<file path="config.mk">
export PLATFORM = sky130hd
export DESIGN_NAME = flash_boot_cmd
export DESIGN_NICKNAME = d
export VERILOG_FILES = /design/src/rtl/flash_boot_cmd.sv
export SDC_FILE = /design/constraint.sdc
export NUM_CORES = 1
export LEC_CHECK = 0
export BUFFER_PORTS_ARGS = -buffer_cell sky130_fd_sc_hd__clkbuf_2
export CORE_UTILIZATION = 35
export CTS_BUF_LIST = sky130_fd_sc_hd__clkbuf_8
export CTS_CLUSTER_SIZE = 28
export DETAILED_ROUTE_END_ITERATION = 7
export GPL_TIMING_DRIVEN = 0
export PLACE_DENSITY = 0.67
export SLEW_MARGIN = 40
export SYNTH_ARGS = -nofsm -noshare
export SYNTH_HDL_FRONTEND = slang
export SYNTH_SLANG_ARGS = --single-unit
export TNS_END_PERCENT = 1
</file>
<file path="constraint.sdc">
create_clock -name clk -period 2.3 [get_ports clk]
set_input_delay 0.23 -clock clk [delete_from_list [all_inputs] [get_ports clk]]
set_output_delay 0.23 -clock clk [all_outputs]
set_load 0.05 [all_outputs]
</file>
<file path="src/rtl/flash_boot_cmd.sv">
module flash_boot_cmd #(
  parameter int SECT_W = 22,
  parameter logic [12:0] DENSITY_MASK = 13'h1000,
  parameter logic [7:0] MFR_ID = 8'hEC,
  parameter logic [7:0] DEV_ID = 8'h58
) (
  input  logic              clk,
  input  logic              rst_n,
  input  logic              wr_en,
  input  logic [15:0]       wr_addr,
  input  logic [15:0]       wr_data,
  output logic              busy,
  input  logic [11:0]       blk_num,
  input  logic              blk_upper,
  input  logic              page_set,
  input  logic [7:0]        page_val,
  output logic [7:0]        page_addr,
  input  logic [7:0]        wp_status,
  output logic              ld_req,
  output logic [SECT_W-1:0] ld_sector,
  input  logic              ld_ack,
  output logic              buf_we,
  output logic [1:0]        buf_idx,
  output logic [15:0]       buf_wdata,
  output logic              dev_reset,
  output logic              cmd_err
);

  localparam logic [15:0] CMD_RST   = 16'h00F0;
  localparam logic [15:0] CMD_ARM   = 16'h00E0;
  localparam logic [15:0] CMD_IDENT = 16'h0090;

  typedef enum logic [1:0] {S_IDLE, S_LOAD, S_IDENT} state_t;

  state_t state;
  logic armed;
  logic [1:0] id_cnt;

  wire in_win = (wr_addr <= 16'h01FF) ||
                (wr_addr >= 16'h8000 && wr_addr <= 16'h800F);
  wire cmd_go = wr_en && in_win && (state == S_IDLE);

  wire [12:0] blk_bits = {1'b0, blk_num} | (blk_upper ? DENSITY_MASK : 13'h0);
  wire [SECT_W-1:0] sec_calc = SECT_W'(page_addr[1:0]) +
                               (SECT_W'({blk_bits, page_addr[7:2]}) << 2);

  wire do_load  = cmd_go && armed && (wr_data == 16'h0000);
  wire do_rst   = cmd_go && !armed && (wr_data == CMD_RST);
  wire do_ident = cmd_go && !armed && (wr_data == CMD_IDENT);
  wire do_arm   = cmd_go && !armed && (wr_data == CMD_ARM);
  wire do_err   = cmd_go && !armed && !(wr_data == CMD_RST ||
                  wr_data == CMD_IDENT || wr_data == CMD_ARM);
  wire ld_done  = (state == S_LOAD) && ld_ack;

  always_ff @(posedge clk or negedge rst_n) begin
    if (!rst_n) begin
      state     <= S_IDLE;
      armed     <= 1'b0;
      id_cnt    <= 2'd0;
      page_addr <= 8'h00;
      ld_sector <= '0;
      dev_reset <= 1'b0;
      cmd_err   <= 1'b0;
    end else begin
      dev_reset <= do_rst;
      cmd_err   <= do_err;
      if (cmd_go) armed <= do_arm;

      if (page_set)     page_addr <= page_val;
      else if (do_rst)  page_addr <= 8'h00;
      else if (ld_done) page_addr <= page_addr + 8'd4;

      case (state)
        S_IDLE: begin
          if (do_load) begin
            state     <= S_LOAD;
            ld_sector <= sec_calc;
          end else if (do_ident) begin
            state  <= S_IDENT;
            id_cnt <= 2'd0;
          end
        end
        S_LOAD:  if (ld_ack) state <= S_IDLE;
        S_IDENT: begin
          if (id_cnt == 2'd2) state <= S_IDLE;
          id_cnt <= id_cnt + 2'd1;
        end
        default: state <= S_IDLE;
      endcase
    end
  end

  assign busy    = (state != S_IDLE);
  assign ld_req  = (state == S_LOAD);
  assign buf_we  = (state == S_IDENT);
  assign buf_idx = id_cnt;

  always_comb begin
    case (id_cnt)
      2'd0:    buf_wdata = {8'h00, MFR_ID};
      2'd1:    buf_wdata = {8'h00, DEV_ID};
      default: buf_wdata = {8'h00, wp_status};
    endcase
  end

  p_req_hold_r9: assert property (@(posedge clk) disable iff (!rst_n)
    ld_req && !ld_ack |=> ld_req && $stable(ld_sector));

  p_page_step_r6: assert property (@(posedge clk) disable iff (!rst_n)
    ld_req && ld_ack && !page_set |=> page_addr == $past(page_addr) + 8'd4);

  p_set_wins_r10: assert property (@(posedge clk) disable iff (!rst_n)
    page_set |=> page_addr == $past(page_val));

  p_rst_clear_r2: assert property (@(posedge clk) disable iff (!rst_n)
    dev_reset && !$past(page_set) |-> page_addr == 8'h00);

  p_one_effect_r8: assert property (@(posedge clk) disable iff (!rst_n)
    $onehot0({dev_reset, cmd_err, $rose(ld_req), $rose(buf_we)}));

  p_idx_range_r7: assert property (@(posedge clk) disable iff (!rst_n)
    buf_we |-> buf_idx <= 2'd2);

  p_busy_quiet_r9: assert property (@(posedge clk) disable iff (!rst_n)
    busy && $past(busy) |-> !dev_reset && !cmd_err);

endmodule

</file>
==> results.md, run 1 <==
- Yosys printed 0 warnings.
- The category of the worst setup path capture point is a flip-flop.
- Of the total power, combinational logic draws 40.3%.
- Routability-driven placement finished with a final weighted congestion of 0.767.
- Summed over all layers, the global routing overflow is 0.
- The analysis attributes to cell leakage a power of 0.00151 µW.
- The final core area utilization is 49.8%.
- For this design the ratio of total power to cell area is 697 nW/µm².
- In the final design database the tool counted 373 nets.
- The floorplan step defined a die boundary enclosing 5990 µm².
- By startpoint and endpoint, the worst setup path is classified as flip-flop to flip-flop.
- The net load switching power is 839 µW.
- The synthesized netlist contains 41 unique library cells.
- Setup slack on the critical path of the routed design comes to 101 ps.
- In this run the worst hold path is classified as input port to flip-flop.
- Counting flops with a built-in enable in the synthesized netlist gives 0.
- Setup repair after global routing left no endpoint under its margin.
- The number of cells on the worst reg-to-reg path is 7.
- The count of antenna diodes in the layout is 0.
- The worst-case IR drop observed on VDD is 0.000492 V.
- The number of cells traversed by the worst hold path is 3.
- CTS saw 36 sinks.
- The die span in x is 77.4 µm.
- Clock skew on the completed layout was measured at 8.36 ps.
- Synthesis handed over a netlist of 182 instances.
- The reg-to-reg endpoint is ld_sector[8]$_DFFE_PN0P_.
- Net switching is 43.9% of the power.
- Across every metal layer, demand over resource in global routing totals 15.0%.
- For this run, design rule violations remaining after detail routing come to 0.
- The dominant synthesized flop cell is dfrtp_1.
- After clock tree synthesis, the clock-pin slew on the worst setup and hold paths is 70 ps.
- The launching instance or port of the critical path is state[1]$_DFFE_PN0P_.
- The standard-cell row count is 27.
- The buffer count from post-CTS setup fixing is 0.
- The tree is rooted in a clkbuf_8.
- After legalization and detailed placement, the total HPWL measured 3500 µm.
- Of the cells placed in the final design, the portion with a size suffix greater than 1 is 50.0%.
- The number of placed instances, taps included, is 367.
- The kind of start point of the critical path is a flip-flop.
- Wires add up to 4390 µm.
- The maximum clock path buffer count is 2.
- The data required time at the worst endpoint is 2470 ps.
- The largest driver fanout on the critical path is 10.
- In this run the remaining antenna-violating nets after routing total 0.
- The count of cells in the finished layout, fillers not included, comes to 376.
- The proportion of power drawn by flip-flops and latches is 36.8%.
- The die height is 77.4 µm.
- The terminating pin of the worst hold path is page_addr[1]$_DFFE_PN0P_.
- The hold path startpoint is page_val[1].
- The first-pass GRT wire length is 7170 µm.
- The count of TritonRoute iterations in the first routing pass is 4.
- For this run, asynchronously set or reset flops after synthesis account for 100%.
- The startpoint identified for the worst register-to-register timing path is state[1]$_DFFE_PN0P_.
- The vias per cell is 4.65.
- The core region area is 5510 µm².
- Of the available clock period, the critical path in the final layout requires 95.6%.
- Counting the buffers created by CTS gives 5.
- The internal power summed over all cells is 1070 µW.
- Timing would allow up to 455 MHz.
- The average wire per cell in the routed design is 11.7 µm.
- The number of global-route vias before repair is 1588.
- TritonCTS built the clock tree.
- The signal arrival time at the worst endpoint is 2370 ps.
- The minimum setup slack after placement is -69.6 ps.
- The total of flip-flops plus latches after synthesis is 36.
- For this block, the initial DRC count from the detailed router was 87.
- The initial antenna violation count is 0.
- The largest net degree at the start of global routing is 37.
- The total count of hold-check failures in the final report is 0.
- The average instance area after synthesis is 10.9 µm².
- Port buffering added 105 buffers.
- The via count of the routed design is 1748.
- Setup violations remaining at the end of the flow were counted as 0.
- The slack of the worst reg-to-reg path is 100 ps.
- The part of the power in the clock network is 22.8%.
- Across the run, the number of max-cap violations was 0.
- The starting utilization of the core area is 36.2%.
- In this run the number of H-tree levels came out at 2.
- The filler cell count in the final layout is 523.
- The synthesized netlist occupies a cell area of 1990 µm².
- For this run, the register share of the synthesized area comes to 45.3%.
- The flow ran to the end, and the final reports show no timing, DRC or antenna violations.
- The post-route worst hold slack is 145 ps.
- For the worst-skew pair, the clock arrives at the later sink with an insertion delay of 280 ps.
- 119 I/O pins were placed.
- For the finished layout, the period the worst path requires is 2200 ps.
- The max-slew violation count was 0.
- The relative area change from synthesis to final layout is 37.6%.
worst max-delay path by stage:
stage                     cells after the start  slack [ps]                         to
final                                         7         100   ld_sector[8]$_DFFE_PN0P_
after CTS                                     7          30   ld_sector[9]$_DFFE_PN0P_
after detailed placement                      8         -70  ld_sector[14]$_DFFE_PN0P_
after global routing                          7          30   ld_sector[2]$_DFFE_PN0P_
after floorplan                               4        -320               buf_wdata[0]
after global placement                        8         -60   ld_sector[8]$_DFFE_PN0P_
synthesized netlist by cell type, types with 5 or more instances:
cell type  instances  area share [%]
dfrtp_1           36              45
nand2_1           22             4.1
mux2_4            17              13
nor2_1            10             1.9
buf_4              9             3.4
nor4_1             9             2.8
o21ai_0            8             2.0
clkbuf_1           5            0.94
layout make-up:
type	count	area, µm²	area share [%]
Timing Repair Buffer	106	538	19.6
Inverter	4	15.0	0.548
Sequential cell	36	901	32.9
Clock buffer	5	68.8	2.51
Tap cell	72	90.1	3.29
Multi-Input combinational cell	133	975	35.6
Clock inverter	3	18.8	0.685
Buffer	17	134	4.89
power groups by stage:
stage,registers [µW],clock network (µW),logic (µW)
after floorplan,807,0,473
after global placement,713,0,760
after detailed placement,716,0,772
after CTS,703,451,775
after global routing,709,477,824
final,704,436,771
placed cells by master (no fill, tap or decap), types with 3 or more instances in the layout:
cell	instances
nand3_1	4
buf_4	9
nand4_1	4
clkbuf_2	105
o21ai_0	8
mux2_2	4
clkbuf_8	5
nand2_1	22
inv_1	4
nand2b_1	3
o31ai_1	4
conb_1	9
ha_1	4
a21oi_1	3
nor4_1	9
nor2_1	9
dfrtp_1	36
mux2_4	17
a211oi_1	4
clkbuf_1	4
or3_1	3
worst max-delay path: stages (launching register included):
cell and delay, ps:
dfrtp_1 440, nor2_2 190, nand4_1 140, nand2b_4 190
or4_4 510, buf_6 160, buf_8 150, mux2_4 300
routing by layer:
| layer | track usage (%) | vias up | share of wire (%) |
|---|---|---|---|
| li1 | - | 878 | - |
| met1 | 18.6 | 788 | 45 |
| met2 | 25.2 | 76 | 46 |
| met3 | 3.76 | 6 | 7.3 |
| met4 | 5.47 | 0 | 1.5 |
| met5 | 0 | - | 0 |
what timing repair did:
| item | in CTS | in global routing |
|---|---|---|
| gates resized for setup | 0 | 3 |
| hold buffers | 1 | 0 |
| hold endpoints to repair | 36 | 0 |
| endpoints found under the setup margin | 0 | 19 |
sequential cells by signal, indices dropped and copies added (netlist names):
signal / cells
ld_sector: 21
page_addr: 8
buf_idx: 2
state: 2
armed: 1
cmd_err: 1
dev_reset: 1
cells by family after synthesis:
kind of cell / synth area share (%)
simple gates: 19.5
fa+ha+maj: 2.51
mux: 15.6
other cells: 0.188
flops: 45.3
compound gates: 8.67
buf+inv: 7.42
xor+xnor: 0.880
stage by stage:
step	total power [µW]	instance area, µm²	TNS, ps
after floorplan	1280	2020	-649
after global placement	1470	2640	-871
after detailed placement	1490	2640	-1080
after CTS	1930	2740	0
after global routing	2010	2740	0
final	1910	2740	0
(Power assumes the default switching activity.)
==> run 2, diff against run 1 <==
--- a/config.mk
+++ b/config.mk
@@ -11,7 +11,7 @@
 export CTS_CLUSTER_SIZE = 28
 export DETAILED_ROUTE_END_ITERATION = 7
 export GPL_TIMING_DRIVEN = 0
-export PLACE_DENSITY = 0.67
+export PLACE_DENSITY = 0.69
 export SLEW_MARGIN = 40
 export SYNTH_ARGS = -nofsm -noshare
 export SYNTH_HDL_FRONTEND = slang
==> constraint.sdc (replaced) <==
create_clock -name clk -period 2.01 [get_ports clk]
set_input_delay 0.201 -clock clk [delete_from_list [all_inputs] [get_ports clk]]
set_output_delay 0.201 -clock clk [all_outputs]
set_load 0.05 [all_outputs]
==> run 2 against run 1 <==
The flow now finishes with violations (design-rule violations, negative setup slack); critical path depth is 1 lower; sequential power is 18% higher; critical endpoint is now ld_sector[15]$_DFFE_PN0P_; global-route usage is 0.83 points higher; clock power is 24% higher; utilization is 0.93 points higher; clock-buffer cell count is 2 higher; wire length is 2.0% higher; combinational power is 12% higher; largest cell class unchanged; sequential share of layout area is 0.42 points lower; design area is 1.9% higher; setup slack worse by 120 ps; critical path type unchanged.
==> results.md, run 2 (synthesis gave the netlist of run 1 again) <==
- The power per unit of standard cell area is 799 nW/µm² (was 697 nW/µm²).
- The global route total overflow is 0 (unchanged).
- The largest net degree at the start of global routing is 37 (unchanged).
- The full die area is 5990 µm² (unchanged).
- The number of global-route vias before repair came to 1640 (was 1588).
- The die height is 77.4 µm (unchanged).
- The data required time at the worst endpoint is 2180 ps (was 2470 ps).
- In this run the tightest slew margin relative to its limit is 66.0%.
- The standard-cell row count is 27 (unchanged).
- The latest clock arrival within the worst-skew pair is 280 ps (about the same).
- The via count of the routed design is 1751 (was 1748).
- The wire length after detailed routing is 4480 µm (was 4390 µm).
- The category of the worst setup path capture point is a flip-flop (unchanged).
- The slack of the worst reg-to-reg path is -20 ps (was 100 ps).
- The worst vdd rail ir drop is 0.000571 V (was 0.000492 V).
- The final setup violation count is 17 (was 0).
- The number of flip-flops under the largest register name is 21 (unchanged).
- The number of clock sinks seen by CTS came to 36 (unchanged).
- The final core area utilization is 50.7% (was 49.8%).
- The most frequent standard cell in the layout excluding fill and tap cells is clkbuf_2 (unchanged).
- The count of antenna diodes in the layout is 0 (unchanged).
- The max-slew violation count is 0 (unchanged).
- The number of I/O port buffers is 105 (unchanged).
- The number of levels in the clock H-tree is 2 (unchanged).
- The maximum achievable frequency is 492 MHz (was 455 MHz).
- The placer's final routability congestion estimate is 0.846 (was 0.767).
- The signal arrival time at the worst endpoint is 2200 ps (was 2370 ps).
- The die span in x is 77.4 µm (unchanged).
- The post-placement cell count is 367 (unchanged).
- The initial antenna violation count is 0 (unchanged).
- The final period utilization was 101% (was 95.6%).
- The first-pass GRT wire length is 7440 µm (was 7170 µm).
- The number of violations of the max-capacitance limit is 0 (unchanged).
- The clock-pin slew on the worst setup and hold paths was 70 ps (about the same).
- The fraction of final layout cells sized beyond drive strength 1 came to 52.6% (was 50.0%).
- The final instance count without filler cells is 378 (was 376).
- The relative area change from synthesis to final layout is 40.2% (was 37.6%).
- The CTS tree was done (unchanged).
- The vias per cell is 4.63 (was 4.65).
- The leakage power was 0.00153 µW (was 0.00151 µW).
- The starting utilization of the core area is 36.2% (unchanged).
- Commonest cells after routing, fill and taps aside: 105 x clkbuf_2, 32 x dfrtp_1, 22 x nand2_1 (was 105 x clkbuf_2, 36 x dfrtp_1, 22 x nand2_1).
- The type of the most critical hold path is input port to flip-flop (unchanged).
- The total CTS buffers is 5 (unchanged).
- The post-route clock skew came to 1.70 ps (was 8.36 ps).
- The total count of hold-check failures in the final report is 0 (unchanged).
- The largest driver fanout on the critical path came to 10 (unchanged).
- The kind of start point of the critical path is a flip-flop (unchanged).
- The shortest period the worst path allows is 2030 ps (was 2200 ps).
- The placed wire-length estimate after detailed placement is 3490 µm (was 3500 µm).
- Result of the run: finished, violations left (was complete, no violations).
- The final net count is 376 (was 373).
- The remaining antenna violation count is 0 (unchanged).
- The maximum clock path buffer count was 2 (unchanged).
- The final reports fail on design-rule violations, negative setup slack.
- The category of the critical setup timing path is flip-flop to flip-flop (unchanged).
- The number of DRC markers after the initial detailed-route iteration is 76 (was 87).
- The number of primary I/O pins is 119 (unchanged).
- The library cell used as clock root buffer is clkbuf_8 (unchanged).
- The count of TritonRoute iterations in the first routing pass is 6 (was 4).
- The post-route total power is 2230 µW (was 1910 µW).
- The final critical-path setup slack was -20.8 ps (was 101 ps).
- The core region area is 5510 µm² (unchanged).
- The global-route usage over all layers is 15.9% (was 15.0%).
- The average wire per cell in the routed design is 11.8 µm (was 11.7 µm).
- The transition time at the pin with the least slew margin is 505 ps.
- The count of unresolved DRC violations after routing is 2 (was 0).
- The register bank with the most flops is ld_sector (unchanged).
- Setup repair after global routing missed its margin: yes (was no).
- Largest registers: ld_sector: 21 flops, page_addr: 8 flops (unchanged).
## run 2: changes by cell type in the layout (fill, tap and decap cells not counted), sizes merged
cell	before	now
buf	12	16
clkbuf	115	116
clkinv	3	0
## run 2: repair_timing
| item | 4_1_cts | 5_1_grt |
|---|---|---|
| buffers inserted | 1 | 4 |
| pin swaps | 2 | 3 |
| gates resized for setup | 1 | 7 |
| hold endpoints to repair | 36 | 0 |
| hold buffers | 1 | 0 |
| setup endpoints to repair | 30 | 28 |
## run 2: path summary, 6_finish.rpt
| check | start | to | cells after the start |
|---|---|---|---|
| min reg2reg | ld_sector[10]$_DFFE_PN0P_ | ld_sector[10]$_DFFE_PN0P_ | 1 |
| max reg2reg | state[1]$_DFFE_PN0P_ | ld_sector[15]$_DFFE_PN0P_ | 6 |
| min in group asynchronous | rst_n | page_addr[6]$_DFFE_PN0P_ | 2 |
| min | ld_ack | state[0]$_DFFE_PN0P_ | 2 |
| max | state[1]$_DFFE_PN0P_ | ld_sector[15]$_DFFE_PN0P_ | 6 |
| max in group asynchronous | rst_n | buf_idx[0]$_DFFE_PN0P_ | 2 |
## run 2: layout make-up
type	instances	area, µm²
tap	72	90.1
inverter	4	15.0
multi-input combinational	133	990
buffer	15	119
fill	526	2720
sequential	36	906
clock buffer	7	96.3
timing repair buffer	111	576
## run 2: worst max-delay path, stage by stage (launching register included)
cell	delay, ps
dfrtp_2	450
nor2_4	140
nand4_1	130
nand2b_4	190
or4_4	530
buf_12	180
mux2_4	300
## run 2: layer usage
metal	wire length [µm]	share of wire, %	GRT usage (%)
met5	0	0	0
met4	69	1.5	6.60
met3	294	6.6	4.35
met2	2060	46	25.1
met1	2050	46	20.3
## run 2: power breakdown
group | switching (µW) | internal, µW
combinational | 636 | 228
clock | 234 | 305
sequential | 66.1 | 761
total | 937 | 1290
## run 2: metrics by stage
step	instance area [µm²]	setup slack, ps	TNS, ps	hold slack (ps)
final	2790	-20.8	-229	123
after detailed placement	2650	-328	-6970	222
after CTS	2760	-146	-2270	114
after floorplan	2030	-159	-3650	-94.6
after global routing	2790	-66.5	-1180	119
after global placement	2650	-315	-6790	362
==> run 3, diff against run 2 <==
--- a/config.mk
+++ b/config.mk
@@ -5,13 +5,14 @@
 export SDC_FILE = /design/constraint.sdc
 export NUM_CORES = 1
 export LEC_CHECK = 0
-export BUFFER_PORTS_ARGS = -buffer_cell sky130_fd_sc_hd__clkbuf_2
-export CORE_UTILIZATION = 35
+export CORE_UTILIZATION = 55
 export CTS_BUF_LIST = sky130_fd_sc_hd__clkbuf_8
 export CTS_CLUSTER_SIZE = 28
 export DETAILED_ROUTE_END_ITERATION = 7
+export DONT_BUFFER_PORTS = 1
 export GPL_TIMING_DRIVEN = 0
-export PLACE_DENSITY = 0.69
+export PLACE_DENSITY = 0.73
+export SKIP_LAST_GASP = 1
 export SLEW_MARGIN = 40
 export SYNTH_ARGS = -nofsm -noshare
 export SYNTH_HDL_FRONTEND = slang
==> run 3 against run 2 <==
The run ends with negative setup slack left; register-to-register slack about the same; flip-flop and latch count stayed put; first-iteration DRC count stayed put; critical path type unchanged; wire length shrank 3.1%; largest power group is now registers; sequential power increased by 14%; via count is 14% lower; critical path depth unchanged; fmax about the same; clock power shrank 7.1%; die area shrank 36%; clock skew up 7.9 ps; hold slack worse by 93 ps; highest routed layer unchanged.
==> results.md, run 3 (synthesis gave the netlist of run 1 again) <==
- Result of the run: finished, violations left (unchanged).
- Violations in the final reports: negative setup slack (was design-rule violations, negative setup slack).
- The number of I/O port buffers is 0 (was 105).
- The minimum setup slack after placement was -391 ps (was -328 ps).
- The first-pass GRT wire length is 6900 µm (was 7440 µm).
- The placed wire-length estimate after detailed placement is 3110 µm (was 3490 µm).
- The register bank with the most flops was ld_sector (unchanged).
- The average wire per cell in the routed design is 17.1 µm (was 11.8 µm).
- The number of cells traversed by the worst hold path came to 2 (unchanged).
- The number of DRC markers after the initial detailed-route iteration was 76 (unchanged).
- The count of unresolved DRC violations after routing was 0 (was 2).
- The data required time at the worst endpoint was 2180 ps (about the same).
- The die span in x came to 62.2 µm (was 77.4 µm).
- The number of cells on the worst reg-to-reg path is 6 (unchanged).
- The relative area change from synthesis to final layout is 18.0% (was 40.2%).
- The maximum achievable frequency was 493 MHz (was 492 MHz).
- The library cell used as clock root buffer is clkbuf_8 (unchanged).
- The standard cell area after detailed placement is 2110 µm² (was 2650 µm²).
- The kind of start point of the critical path was a flip-flop (unchanged).
- The transition time at the pin with the least slew margin is 675 ps (was 505 ps).
- The worst vdd rail ir drop is 0.000472 V (was 0.000571 V).
- The biggest cell delay along the critical path is 590 ps (was 530 ps).
- The standard-cell row count is 21 (was 27).
- The largest net degree at the start of global routing is 37 (unchanged).
- The wire length after detailed routing is 4340 µm (was 4480 µm).
- The maximum clock path buffer count was 2 (unchanged).
- The count of antenna diodes in the layout was 0 (unchanged).
- The number of primary I/O pins is 119 (unchanged).
- The CTS tree is done (unchanged).
- Setup repair after global routing missed its margin: yes (unchanged).
- The global route total overflow is 0 (unchanged).
- Cell-by-cell trace of the critical path: nor2_4 > nand4_1 > nand2b_4 > or4_4 > buf_12 > mux2_4 (unchanged).
- The die height was 62.2 µm (was 77.4 µm).
- The final critical-path setup slack is -19.5 ps (was -20.8 ps).
- The starting utilization of the core area came to 58.7% (was 36.2%).
- The final period utilization is 101% (about the same).
- The normalized max-slew margin was 54.8% (was 66.0%).
- Commonest cells after routing, fill and taps aside: 32 x dfrtp_1, 22 x nand2_1, 17 x mux2_4, 17 x buf_4 (was 105 x clkbuf_2, 32 x dfrtp_1, 22 x nand2_1).
- The placer's final routability congestion estimate came to 0.930 (was 0.846).
- The latest clock arrival within the worst-skew pair is 290 ps (was 280 ps).
- The core region area is 3390 µm² (was 5510 µm²).
- The power per unit of standard cell area was 931 nW/µm² (was 799 nW/µm²).
- The leakage power is 0.00112 µW (was 0.00153 µW).
- The largest driver fanout on the critical path is 10 (unchanged).
- The full die area is 3860 µm² (was 5990 µm²).
- The final instance area is 2350 µm² (was 2790 µm²).
- The total count of hold-check failures in the final report is 0 (unchanged).
- The initial antenna violation count is 0 (unchanged).
- The vias per cell is 5.91 (was 4.63).
- The final setup violation count was 18 (was 17).
- Largest registers: ld_sector: 21 flops, page_addr: 8 flops (unchanged).
- The total CTS buffers is 5 (unchanged).
- The category of the worst setup path capture point is a flip-flop (unchanged).
- The number of clock sinks seen by CTS is 36 (unchanged).
- The post-route clock skew is 9.57 ps (was 1.70 ps).
- The most frequent standard cell in the layout excluding fill and tap cells is dfrtp_1 (was clkbuf_2).
- The max-slew violation count came to 0 (unchanged).
- The fraction of final layout cells sized beyond drive strength 1 is 35.1% (was 52.6%).
- The number of levels in the clock H-tree came to 2 (unchanged).
- The number of global-route vias before repair is 1416 (was 1640).
- The shortest period the worst path allows is 2030 ps (about the same).
- The number of violations of the max-capacitance limit is 0 (unchanged).
- The number of flip-flops under the largest register name is 21 (unchanged).
- The type of the most critical hold path is input port to flip-flop (unchanged).
- The count of TritonRoute iterations in the first routing pass came to 4 (was 6).
- The remaining antenna violation count is 0 (unchanged).
- The category of the critical setup timing path is flip-flop to flip-flop (unchanged).
- The global-route usage over all layers came to 23.2% (was 15.9%).
- The final net count is 277 (was 376).
- The clock-pin slew on the worst setup and hold paths is 80 ps (was 70 ps).
- The via count of the routed design is 1501 (was 1751).
- The signal arrival time at the worst endpoint was 2200 ps (about the same).
- The cell at the slowest stage of the critical path is or4_4 (unchanged).
run 3: cell types whose count changed in the layout (fill, tap and decap cells not counted), sizes merged:
cell         before  now
dlygate4sd3       1    2
clkinv            0    3
buf              16   20
clkbuf          116   10
run 3: worst paths after layout:
path	start	endpoint	slack, ps
hold / removal	page_val[3]	page_addr[3]$_DFFE_PN0P_	30
min in group asynchronous	rst_n	ld_sector[6]$_DFFE_PN0P_	360
max in group asynchronous	rst_n	buf_idx[0]$_DFFE_PN0P_	1440
setup / recovery	state[0]$_DFFE_PN0P_	ld_sector[16]$_DFFE_PN0P_	-20
setup reg to reg	state[0]$_DFFE_PN0P_	ld_sector[16]$_DFFE_PN0P_	-20
hold reg to reg	armed$_DFFE_PN0N_	armed$_DFFE_PN0N_	590
run 3: metrics by stage:
step           util [%]  std cells  TNS (ps)  power [µW]  hold slack, ps
2_1_floorplan         -        190     -3650        1480           -94.6
3_3_place_gp       61.6        236     -6560        1520           -93.9
3_5_place_dp       62.2        236     -6120        1570           -93.8
4_1_cts            68.9        253      -271        2200            23.8
5_1_grt            69.3        254     -2420        2280            32.6
6_report           69.3        254      -171        2190            29.8
run 3: area by class of cell:
| cell class | count | area [µm²] |
|---|---|---|
| Timing Repair Buffer | 11 | 100 |
| Clock inverter | 3 | 18.8 |
| Clock buffer | 5 | 68.8 |
| Fill cell | 248 | 1040 |
| Inverter | 4 | 15.0 |
| Sequential cell | 36 | 908 |
| Tap cell | 46 | 57.6 |
| Buffer | 16 | 133 |
| Multi-Input combinational cell | 133 | 1050 |
run 3: power by group:
| group | total (µW) | switching, µW | internal [µW] |
|---|---|---|---|
| registers | 944 | 180 | 764 |
| clock network | 501 | 260 | 241 |
| logic | 742 | 533 | 209 |
run 3: routing by layer:
| metal | vias to the layer above | global-route usage [%] | share of wire (%) | wire (µm) |
|---|---|---|---|---|
| met5 | - | 0 | 0 | 0 |
| met4 | 0 | 9.30 | 1.7 | 72 |
| met3 | 13 | 8.46 | 9.5 | 410 |
| met2 | 104 | 37.9 | 49 | 2140 |
| met1 | 695 | 27.8 | 39 | 1710 |
| li1 | 689 | - | - | - |
run 3: worst max-delay path: cells and delay by family (launching register included):
family	cells	cell delay, ps
DFF	1	440
muxes	1	300
and+or+nand+nor	4	980
buffers and inverters	1	180
run 3: timing repair:
| action | 4_1_cts | 5_1_grt |
|---|---|---|
| endpoints found under the setup margin | 33 | 30 |
| cloned | 0 | 0 |
| pin swaps | 4 | 1 |
| setup buffers | 7 | 1 |
| endpoints found under the hold margin | 37 | 0 |
| gates resized for setup | 17 | 3 |
| hold buffers | 3 | 0 |
